<file path="config.mk">
export PLATFORM = sky130hd
export DESIGN_NAME = itmr_regif
export DESIGN_NICKNAME = d
export VERILOG_FILES = /design/src/rtl/itmr_pkg.sv /design/src/rtl/itmr_cword_dec.sv /design/src/rtl/itmr_channel.sv /design/src/rtl/itmr_regif.sv
export SDC_FILE = /design/constraint.sdc
export NUM_CORES = 1
export LEC_CHECK = 0
export BUFFER_PORTS_ARGS = -buffer_cell sky130_fd_sc_hd__buf_2
export CELL_PAD_IN_SITES_DETAIL_PLACEMENT = 0
export CELL_PAD_IN_SITES_GLOBAL_PLACEMENT = 2
export CORE_ASPECT_RATIO = 1.4
export CORE_MARGIN = 5
export CORE_UTILIZATION = 42
export DETAILED_ROUTE_END_ITERATION = 8
export GPL_TIMING_DRIVEN = 0
export HOLD_SLACK_MARGIN = 0.15
export PLACE_DENSITY_LB_ADDON = 0.1
export REMOVE_ABC_BUFFERS = 1
export SLEW_MARGIN = 20
export SYNTH_ARGS = -nofsm -noshare
export SYNTH_HDL_FRONTEND = slang
export SYNTH_HIERARCHICAL = 1
export SYNTH_SLANG_ARGS = --single-unit
</file>
<file path="constraint.sdc">
create_clock -name clk -period 4.65 [get_ports clk]
set_clock_uncertainty 0.15 [all_clocks]
set_input_delay 0.93 -clock clk [delete_from_list [all_inputs] [get_ports clk]]
set_output_delay 0.93 -clock clk [all_outputs]
set_load 0.02 [all_outputs]
</file>
<file path="src/rtl/itmr_pkg.sv">
package itmr_pkg;
  localparam int BYTE_W = 8;
  localparam int CNT_W  = 2 * BYTE_W;
  localparam int CFG_W  = 4;

  typedef enum logic [1:0] {
    FMT_SNAP = 2'b00,
    FMT_LO   = 2'b01,
    FMT_HI   = 2'b10,
    FMT_PAIR = 2'b11
  } fmt_e;
endpackage

</file>
<file path="src/rtl/itmr_cword_dec.sv">
module itmr_cword_dec
  import itmr_pkg::*;
#(
  parameter int NCH = 3
) (
  input  logic              cw_wr,
  input  logic [BYTE_W-1:0] wdata,
  output logic [NCH-1:0]    cw_load,
  output logic [NCH-1:0]    cw_latch,
  output fmt_e              cw_fmt,
  output logic [CFG_W-1:0]  cw_cfg
);
  logic [1:0] sel;

  assign sel    = wdata[7:6];
  assign cw_fmt = fmt_e'(wdata[5:4]);
  assign cw_cfg = wdata[3:0];

  for (genvar ch = 0; ch < NCH; ch++) begin : g_sel
    logic hit;
    assign hit          = cw_wr && (sel == 2'(ch));
    assign cw_load[ch]  = hit && (cw_fmt != FMT_SNAP);
    assign cw_latch[ch] = hit && (cw_fmt == FMT_SNAP);
  end
endmodule

</file>
<file path="src/rtl/itmr_channel.sv">
module itmr_channel
  import itmr_pkg::*;
(
  input  logic              clk,
  input  logic              rst,
  input  logic              cnt_en,
  input  logic              cw_load,
  input  logic              cw_latch,
  input  fmt_e              cw_fmt,
  input  logic [CFG_W-1:0]  cw_cfg,
  input  logic              dwr,
  input  logic              rd,
  input  logic [BYTE_W-1:0] wdata,
  output logic [BYTE_W-1:0] rbyte,
  output logic [CFG_W-1:0]  cfg
);
  fmt_e             fmt_q, fmt_n;
  logic [CFG_W-1:0] cfg_q, cfg_n;
  logic [CNT_W-1:0] div_q, div_n;
  logic [CNT_W-1:0] cnt_q, cnt_n;
  logic [CNT_W-1:0] snap_q, snap_n;
  logic             hi_q, hi_n;
  logic             lat_q, lat_n;
  logic             reload;
  logic [CNT_W-1:0] src;

  assign src   = lat_q ? snap_q : cnt_q;
  assign rbyte = (fmt_q == FMT_HI || (fmt_q == FMT_PAIR && hi_q)) ?
                 src[CNT_W-1:BYTE_W] : src[BYTE_W-1:0];
  assign cfg   = cfg_q;

  always_comb begin
    fmt_n  = fmt_q;
    cfg_n  = cfg_q;
    div_n  = div_q;
    snap_n = snap_q;
    hi_n   = hi_q;
    lat_n  = lat_q;
    reload = 1'b0;

    if (cw_load) begin
      fmt_n = cw_fmt;
      cfg_n = cw_cfg;
      hi_n  = (cw_fmt == FMT_HI);
      lat_n = 1'b0;
    end else if (cw_latch && !lat_q) begin
      snap_n = cnt_q;
      lat_n  = 1'b1;
    end

    if (dwr) begin
      unique case (fmt_q)
        FMT_LO: begin
          div_n[BYTE_W-1:0] = wdata;
          reload = 1'b1;
          lat_n  = 1'b0;
        end
        FMT_HI: begin
          div_n[CNT_W-1:BYTE_W] = wdata;
          reload = 1'b1;
          lat_n  = 1'b0;
        end
        FMT_PAIR: begin
          if (hi_q) begin
            div_n[CNT_W-1:BYTE_W] = wdata;
            reload = 1'b1;
            hi_n   = 1'b0;
            lat_n  = 1'b0;
          end else begin
            div_n[BYTE_W-1:0] = wdata;
            hi_n = 1'b1;
          end
        end
        default: ;
      endcase
    end

    if (rd) begin
      unique case (fmt_q)
        FMT_LO, FMT_HI: lat_n = 1'b0;
        FMT_PAIR: begin
          if (hi_q) begin
            hi_n  = 1'b0;
            lat_n = 1'b0;
          end else begin
            hi_n = 1'b1;
          end
        end
        default: ;
      endcase
    end

    if (reload)
      cnt_n = div_n;
    else if (cnt_en)
      cnt_n = (cnt_q == CNT_W'(1)) ? div_q : cnt_q - CNT_W'(1);
    else
      cnt_n = cnt_q;
  end

  always_ff @(posedge clk) begin
    if (rst) begin
      fmt_q  <= FMT_PAIR;
      cfg_q  <= '0;
      div_q  <= '0;
      cnt_q  <= '0;
      snap_q <= '0;
      hi_q   <= 1'b0;
      lat_q  <= 1'b0;
    end else begin
      fmt_q  <= fmt_n;
      cfg_q  <= cfg_n;
      div_q  <= div_n;
      cnt_q  <= cnt_n;
      snap_q <= snap_n;
      hi_q   <= hi_n;
      lat_q  <= lat_n;
    end
  end
endmodule

</file>
<file path="src/rtl/itmr_regif.sv">
module itmr_regif
  import itmr_pkg::*;
#(
  parameter int NCH = 3
) (
  input  logic                 clk,
  input  logic                 rst,
  input  logic [1:0]           addr,
  input  logic [BYTE_W-1:0]    wdata,
  input  logic                 wr_en,
  input  logic                 rd_en,
  input  logic [NCH-1:0]       cnt_en,
  output logic [BYTE_W-1:0]    rdata,
  output logic [NCH*CFG_W-1:0] chan_cfg
);
  localparam logic [1:0] CW_ADDR = 2'd3;

  logic                  rd_act;
  logic [NCH-1:0]        cw_load, cw_latch;
  fmt_e                  cw_fmt;
  logic [CFG_W-1:0]      cw_cfg;
  logic [BYTE_W-1:0]     rbyte [NCH];
  logic [BYTE_W-1:0]     sel_byte;

  assign rd_act = rd_en && !wr_en;

  itmr_cword_dec #(.NCH(NCH)) u_dec (
    .cw_wr    (wr_en && addr == CW_ADDR),
    .wdata    (wdata),
    .cw_load  (cw_load),
    .cw_latch (cw_latch),
    .cw_fmt   (cw_fmt),
    .cw_cfg   (cw_cfg)
  );

  for (genvar ch = 0; ch < NCH; ch++) begin : g_ch
    itmr_channel u_ch (
      .clk      (clk),
      .rst      (rst),
      .cnt_en   (cnt_en[ch]),
      .cw_load  (cw_load[ch]),
      .cw_latch (cw_latch[ch]),
      .cw_fmt   (cw_fmt),
      .cw_cfg   (cw_cfg),
      .dwr      (wr_en && addr == 2'(ch)),
      .rd       (rd_act && addr == 2'(ch)),
      .wdata    (wdata),
      .rbyte    (rbyte[ch]),
      .cfg      (chan_cfg[ch*CFG_W +: CFG_W])
    );
  end

  always_comb begin
    sel_byte = '0;
    for (int ch = 0; ch < NCH; ch++)
      if (addr == 2'(ch)) sel_byte = rbyte[ch];
  end

  always_ff @(posedge clk) begin
    if (rst)
      rdata <= '0;
    else if (rd_act)
      rdata <= sel_byte;
  end
endmodule

</file>
==> results of run 1 <==
-- metal layers --
| layer | part of all wire, % | track usage (%) | vias to the layer above |
|---|---|---|---|
| met1 | 43 | 29.1 | 3842 |
| met2 | 53 | 42.0 | 131 |
| li1 | - | - | 3892 |
| met5 | 0 | 0 | - |
| met3 | 2.4 | 3.19 | 26 |
| met4 | 1.6 | 6.37 | 0 |
-- cell type report --
cell class	count	area, µm²
Timing Repair Buffer	43	274
Fill cell	2223	11700
Clock buffer	17	425
Sequential cell	176	3520
Clock inverter	15	230
Tap cell	297	372
Inverter	21	78.8
Multi-Input combinational cell	805	5270
-- worst max-delay path, cell delays in order --
cell and delay [ns]:
sky130_fd_sc_hd__buf_2 0.22, sky130_fd_sc_hd__nor3b_1 0.72, sky130_fd_sc_hd__nor3b_2 0.71, sky130_fd_sc_hd__buf_6 0.23, sky130_fd_sc_hd__buf_4 0.18, sky130_fd_sc_hd__nor2_1 0.11
sky130_fd_sc_hd__a2111oi_0 0.37
-- state kept, by name, summed over array words and instances (netlist names) --
register,count
g_ch.u_ch/cfg,12
g_ch.u_ch/fmt_q,6
g_ch.u_ch/snap_q,48
g_ch.u_ch/div_q,48
g_ch.u_ch/lat_q,3
rdata,8
g_ch.u_ch/hi_q,3
g_ch.u_ch/cnt_q,48
-- cell usage in the layout (no fill, tap or decap), types with 4 or more instances in the layout --
master and n:
sky130_fd_sc_hd__a21oi_1 102, sky130_fd_sc_hd__a31oi_1 6, sky130_fd_sc_hd__nor2_1 111, sky130_fd_sc_hd__o21ai_0 12, sky130_fd_sc_hd__a22o_1 18, sky130_fd_sc_hd__nor3_1 46, sky130_fd_sc_hd__a211o_1 12, sky130_fd_sc_hd__inv_1 21
sky130_fd_sc_hd__nand3b_1 4, sky130_fd_sc_hd__a22oi_1 30, sky130_fd_sc_hd__a211oi_1 16, sky130_fd_sc_hd__or4_1 6, sky130_fd_sc_hd__and3_1 22, sky130_fd_sc_hd__a21o_1 9, sky130_fd_sc_hd__mux2i_1 26, sky130_fd_sc_hd__o211ai_1 12
sky130_fd_sc_hd__nand3_1 27, sky130_fd_sc_hd__ha_1 18, sky130_fd_sc_hd__xor2_1 9, sky130_fd_sc_hd__o21ai_1 19, sky130_fd_sc_hd__buf_2 35, sky130_fd_sc_hd__and2_1 26, sky130_fd_sc_hd__xnor2_1 12, sky130_fd_sc_hd__a2bb2oi_1 7
sky130_fd_sc_hd__nor4_1 6, sky130_fd_sc_hd__bufinv_16 5, sky130_fd_sc_hd__inv_6 5, sky130_fd_sc_hd__clkbuf_16 17, sky130_fd_sc_hd__or3b_2 6, sky130_fd_sc_hd__mux4_2 24, sky130_fd_sc_hd__nor3_2 5, sky130_fd_sc_hd__nor2b_1 10
sky130_fd_sc_hd__or2_2 6, sky130_fd_sc_hd__dfxtp_1 176, sky130_fd_sc_hd__nand2_1 117, sky130_fd_sc_hd__o22ai_1 18
-- cell families (layout without fill, tap and decap cells) --
logic type / Yosys count / after routing / share of synthesized area (%)
muxes: 53 / 53 / 8.98
adders and majority gates: 18 / 18 / 2.42
xor gates and xnor gates: 21 / 21 / 1.98
DFF: 176 / 176 / 37.9
buffers and inverters: 106 / 96 / 5.56
and+or+nand+nor: 427 / 427 / 23.0
AOI/OAI and AO/OA: 286 / 286 / 20.1
-- path summary, 6_finish.rpt --
kind / cells after the start / slack [ns] / end / startpoint
worst max-delay path: 7 / 1.36 / g_ch[0].u_ch/cnt_q[6]$_SDFFE_PP0P_ / addr[1]
worst min register to register: 2 / 0.30 / g_ch[1].u_ch/snap_q[4]$_SDFFE_PP0P_ / g_ch[1].u_ch/snap_q[4]$_SDFFE_PP0P_
worst min-delay path: 2 / 0.30 / g_ch[1].u_ch/snap_q[4]$_SDFFE_PP0P_ / g_ch[1].u_ch/snap_q[4]$_SDFFE_PP0P_
worst max register to register: 5 / 1.48 / g_ch[1].u_ch/cnt_q[1]$_SDFFE_PP0P_ / g_ch[1].u_ch/cnt_q[2]$_SDFFE_PP0P_
-- power groups by stage --
| stage | clock network (µW) | logic (µW) | registers, µW |
|---|---|---|---|
| final | 1620 | 815 | 1740 |
| after global routing | 1720 | 896 | 1750 |
| after floorplan | 0 | 580 | 1710 |
| after global placement | 0 | 812 | 1770 |
| after detailed placement | 0 | 813 | 1770 |
| after CTS | 1660 | 816 | 1740 |
-- stage by stage --
step | TNS (ns) | util [%]
after floorplan | 0 | -
after global placement | -31.34 | 43.0
after detailed placement | 0 | 43.5
after CTS | 0 | 46.5
after global routing | 0 | 46.5
final | 0 | 46.5
==> key figures, run 1 <==
Floorplanning
  – Core box area: 21900 µm²
  – Chip Height: 186 µm
  – Num ports: 37
  – Area of the die: 25200 µm²
  – Initial cell density of the core: ~42%
  – Die width: 136 µm
  – Standard-cell rows: 64

Routing
  – WL final: 28600 µm
  – Initial DRC Count: roughly 560
  – First-pass DRT Iterations: 5
  – Wirelength per Cell: around 21 µm
  – Vias after detailed routing: approximately 7900
  – Residual DRC count: 0
  – Post-DRT Antenna Nets: 0
  – Via density per instance: 5.74

Global route
  – Global-route wire length before repair: around 45000 µm
  – Vias in the first global route: around 7900
  – Sum of overflow across all layers after global routing: 0
  – Initial antenna violation count: 0
  – Largest net degree at the start of global routing: 85
  – Combined global-route utilization of all metal layers: 23.3%

STA
  – Setup violation total in the final timing report: 0
  – Fin Hold WS: 0.302 ns
  – Min Tclk post-route: 3.29 ns
  – Actual slew at the worst max-slew pin: 1.07 ns
  – Final worst-path setup slack: 1.36 ns
  – Maximum clock frequency: 304 MHz
  – Share of the cycle needed by the critical path after routing: between 70% and 80%
  – Number of pins exceeding their max-slew limit in the final report: 0
  – RSZ-0062 raised after global routing: no
  – Endpoints failing hold: 0
  – Worst slew margin relative to its limit: 28.4%

Synthesis
  – Post-synthesis area per instance: approximately 8.5 µm²
  – Total of flip-flops plus latches after synthesis: around 180
  – Mapped Area: 9290 µm²
  – Proportion of netlist area held by the largest area contributor: between 30 and 40%
  – Number of instances in the synthesized netlist: 1087
  – Synthesis Warnings: 6
  – Most instantiated library cell after synthesis: sky130_fd_sc_hd__dfxtp_1
  – Share of flip-flops with an asynchronous set or reset after synthesis: 0%
  – Flip-flop cell with the highest count after synthesis: sky130_fd_sc_hd__dfxtp_1
  – Cell types with the largest area share after synthesis: sky130_fd_sc_hd__dfxtp_1 38%, sky130_fd_sc_hd__mux4_2 5.8%, sky130_fd_sc_hd__a21oi_1 5.5%
  – Ranking of synthesized cells by instance count: 176 x sky130_fd_sc_hd__dfxtp_1, 117 x sky130_fd_sc_hd__nand2_1, 111 x sky130_fd_sc_hd__nor2_1
  – Synth unique cells: 60
  – Cell type contributing the most total cell area after synthesis: sky130_fd_sc_hd__dfxtp_1
  – Sequential share of the synthesized area: 37.9%
  – Number of enable-type register cells in the synthesized netlist: 0

Clocking
  – Post-CTS clock slew at the launch and capture registers of the worst setup and hold paths: 0.07 ns
  – Number of buffers created by CTS: 17
  – Latest clock arrival within the worst-skew pair: approximately 0.44 ns
  – Hold buffers post-CTS: 0
  – H-Tree Depth: 4
  – Root buffer cell: sky130_fd_sc_hd__clkbuf_16
  – CTS Buffer Depth: 2
  – Num Clock Sinks: 176
  – Post-CTS setup repair buffer count: 0
  – Resize count post-CTS: 0
  – TritonCTS clock tree: yes

Cells and area
  – Final std cells w/o fill: between 1000 and 1500
  – Area growth syn-to-layout: 9.54%
  – Share of layout cells above drive strength 1: 12.1%
  – Layout net count: 1099
  – Summed area of non-filler cells in the final layout: 10200 µm²
  – Antenna cell count: 0

Flow run
  – Number of max-capacitance violations reported: 0

Power
  – Internal Pwr Total: 2900 µW
  – Net Sw Power: 1280 µW
  – Logic pwr share: 19.5%
  – IR drop worst, VDD: approximately 0.26 mV
  – PwrDens: 410 nW/µm²
  – Final total power: 4170 µW
  – Share of total power in sequential cells: roughly two fifths
  – Part of the power in the clock network: 38.8%
  – Leak Pwr: 0.00382 µW
  – Switching part of the total power: between 30 and 40%

Critical path
  – Arrival time of the worst setup path: between 3 and 4 ns
  – Required arrival time at the worst endpoint: 4.83 ns
  – Type of the setup path with the least slack: in -> reg
  – Kind of start point of the critical path: primary input
  – Capturing element type of the critical path: register
  – Critical Path Fanout Max: 15

Placement
  – Routability cong.: 0.832
  – Dpl ws: 0.921 ns
  – Total instance count after detailed placement: 1342
  – HPWL reported at the end of detailed placement: 19500 µm
  – IO buf count: 36
  – Area of placed instances: around 9500 µm²

Outcome
  – Result of the run: completed

Worst hold path
  – Hold Crit Class: reg -> reg
Note: power is estimated with default switching activity, not from simulation.
==> inputs of run 2 (changes only) <==
CORE_UTILIZATION = 39   (was 42)
clock period = 3.45 ns   (was 4.65 ns; I/O delays follow)
==> key figures, run 2 (synthesis gave the netlist of run 1 again) <==
Routing
  – First-pass DRT Iterations: 5
  – Initial DRC Count: approximately 590
  – Residual DRC count: 0
  – Routed wl met2: 15800 µm
  – Routed length on met1: approximately 13000 µm
  – Vias after detailed routing: approximately 8000
  – Length of routed met3 wiring: 945 µm
  – Wirelength per Cell: 21.6 µm
  – Via density per instance: 5.81
  – WL final: 29800 µm
  – Post-DRT Antenna Nets: 0
  – Topmost layer with routed signal wires: met4

STA
  – Number of pins exceeding their max-slew limit in the final report: 0
  – Min Tclk post-route: around 3.2 ns
  – Fin Hold WS: 0.302 ns
  – Actual slew at the worst max-slew pin: 1.02 ns
  – Setup violation total in the final timing report: 0
  – RSZ-0062 raised after global routing: no
  – Endpoints failing hold: 0
  – Worst slew margin relative to its limit: 31.7%
  – Maximum clock frequency: ~310 MHz
  – Share of the cycle needed by the critical path after routing: 92.1%

Worst hold path
  – Startpoint of the lowest-slack hold path: g_ch[0].u_ch/snap_q[7]$_SDFFE_PP0P_
  – Hold Crit Class: reg -> reg
  – WHS Endpoint: g_ch[0].u_ch/snap_q[7]$_SDFFE_PP0P_
  – Hold path depth: 2

Clocking
  – Resize count post-CTS: 0
  – Latest clock arrival within the worst-skew pair: 0.44 ns
  – Number of buffers created by CTS: 17
  – Post-CTS clock slew at the launch and capture registers of the worst setup and hold paths: about 0.070 ns
  – H-Tree Depth: 4
  – CTS Buffer Depth: 2
  – Num Clock Sinks: 176
  – Post-CTS setup repair buffer count: 0
  – Hold buffers post-CTS: 0
  – Root buffer cell: sky130_fd_sc_hd__clkbuf_16
  – TritonCTS clock tree: yes

Placement
  – IO buf count: 36
  – HPWL reported at the end of detailed placement: 20200 µm
  – Routability cong.: between 0.8 and 0.9
  – Total instance count after detailed placement: 1351

Cells and area
  – Final std cells w/o fill: 1383
  – Layout filler cell count: between 2000 and 2500
  – Commonest non-fill, non-tap cells in the layout: 176 x sky130_fd_sc_hd__dfxtp_1, 117 x sky130_fd_sc_hd__nand2_1, 110 x sky130_fd_sc_hd__nor2_1
  – Area growth syn-to-layout: 9.23%
  – Antenna cell count: 0
  – Share of layout cells above drive strength 1: 12.2%
  – Largest registers: g_ch.u_ch/cnt_q x48, g_ch.u_ch/div_q x48, g_ch.u_ch/snap_q x48
  – Most common cell after layout, fill and taps aside: sky130_fd_sc_hd__dfxtp_1
  – Layout net count: between 1000 and 1500

Power
  – Part of the power in the clock network: 37.4%
  – IR drop worst, VDD: 0.373 mV
  – Internal Pwr Total: 3790 µW
  – Leak Pwr: 0.00381 µW
  – Switching part of the total power: 31.2%
  – PwrDens: roughly 540 nW/µm²
  – Logic pwr share: 20.0%
  – Net Sw Power: 1720 µW
  – Share of total power in sequential cells: between 40% and 50%

Critical path
  – Capturing element type of the critical path: register
  – Critical path, cell by cell: nor3_1 > nand4b_1 > or2_1 > or3_1 > a32o_1
  – Count of cell instances traversed by the critical path: 5
  – Setup slack on the worst flop-to-flop path: 0.27 ns
  – Critical Path Fanout Max: 15
  – Buf+Inv Stages, Crit Path: 0
  – Required arrival time at the worst endpoint: 3.63 ns
  – Max stage delay cell, worst path: sky130_fd_sc_hd__nor3_1
  – Family of cells with the greatest summed delay on the critical path: simple AND/OR/NAND/NOR gates
  – Largest stage delay, worst path: 0.74 ns
  – Type of the setup path with the least slack: reg -> reg
  – Reg-to-Reg End: g_ch[1].u_ch/cnt_q[1]$_SDFFE_PP0P_
  – Number of cells traversed by the worst register-to-register path: 5
  – Kind of start point of the critical path: register
  – FF-to-FF Start: g_ch[1].u_ch/cnt_q[2]$_SDFFE_PP0P_
  – Arrival time of the worst setup path: about 3.4 ns

Flow run
  – Number of max-capacitance violations reported: 0

Global route
  – Combined global-route utilization of all metal layers: about 22%
  – Global-route wire length before repair: 46500 µm
  – Largest net degree at the start of global routing: 100
  – Vias in the first global route: 7893
  – Sum of overflow across all layers after global routing: 0
  – Initial antenna violation count: 0

Floorplanning
  – Area of the die: 27000 µm²
  – Num ports: 37
  – Chip Height: 193 µm
  – Standard-cell rows: 66
  – Initial cell density of the core: 39.7%
  – Core box area: roughly 23000 µm²
  – Die width: 140 µm

Outcome
  – Result of the run: completed
==> run 2: cell types whose count changed in the layout (fill, tap and decap cells not counted) <==
cell / before / now
sky130_fd_sc_hd__a21oi_2: 0 / 1
sky130_fd_sc_hd__bufinv_16: 5 / 3
sky130_fd_sc_hd__clkinv_2: 1 / 3
sky130_fd_sc_hd__clkbuf_1: 0 / 1
sky130_fd_sc_hd__inv_6: 5 / 3
sky130_fd_sc_hd__nor2_1: 111 / 110
sky130_fd_sc_hd__clkbuf_8: 0 / 2
sky130_fd_sc_hd__buf_6: 3 / 2
sky130_fd_sc_hd__nor2_2: 0 / 1
sky130_fd_sc_hd__buf_4: 3 / 4
sky130_fd_sc_hd__clkinv_4: 1 / 2
sky130_fd_sc_hd__a21oi_1: 102 / 101
sky130_fd_sc_hd__clkinvlp_4: 3 / 1
==> run 2: layout make-up <==
cell class	instances	area, µm²	share of cell area (%)
multi-input combinational	805	5280	52.0
sequential	176	3520	34.7
inverter	21	78.8	0.777
timing repair buffer	43	270	2.66
clock buffer	20	457	4.50
clock inverter	12	156	1.54
tap	306	383	3.77
==> run 2: worst max-delay path by stage <==
stage                                                  start                             endpoint
after global placement                               addr[0]  g_ch[1].u_ch/cnt_q[15]$_SDFFE_PP0P_
after CTS                                            addr[0]   g_ch[1].u_ch/cnt_q[1]$_SDFFE_PP0P_
final                     g_ch[1].u_ch/cnt_q[2]$_SDFFE_PP0P_   g_ch[1].u_ch/cnt_q[1]$_SDFFE_PP0P_
after detailed placement                             addr[0]   g_ch[1].u_ch/cnt_q[1]$_SDFFE_PP0P_
after floorplan                                      addr[0]   g_ch[1].u_ch/cnt_q[6]$_SDFFE_PP0P_
after global routing                                 addr[0]   g_ch[1].u_ch/cnt_q[1]$_SDFFE_PP0P_
==> run 2: power groups by stage <==
stage               logic (µW)  clock network [µW]  registers, µW
finish                    1100                2060           2350
detailed placement        1090                   0           2390
global route              1200                2190           2360
floorplan                  781                   0           2310
global placement          1100                   0           2390
CTS                       1100                2110           2350
==> run 2: metal layers <==
metal / track usage (%) / up-vias
li1: - / 3888
met1: 26.8 / 3935
met2: 40.4 / 173
met3: 2.93 / 37
met4: 6.97 / 0
met5: 0 / -
==> run 2: tightest hold or removal path, delay by kind of cell (launching register included) <==
| kind | cells | cell delay, ns |
|---|---|---|
| flops | 1 | 0.31 |
| simple gates | 1 | 0.05 |
| compound gates | 1 | 0.05 |
==> run 2: metrics by stage <==
stage	util (%)	instance area (µm²)	TNS, ns	power (µW)	setup WS, ns
after floorplan	-	8850	-0.451	3090	-0.114
after global placement	40.3	9410	-113.42	3490	-2.61
after detailed placement	40.8	9530	-0.686	3490	-0.160
after CTS	43.4	10100	0	5560	0.310
after global routing	43.4	10100	0	5760	0.181
final	43.4	10100	0	5510	0.272
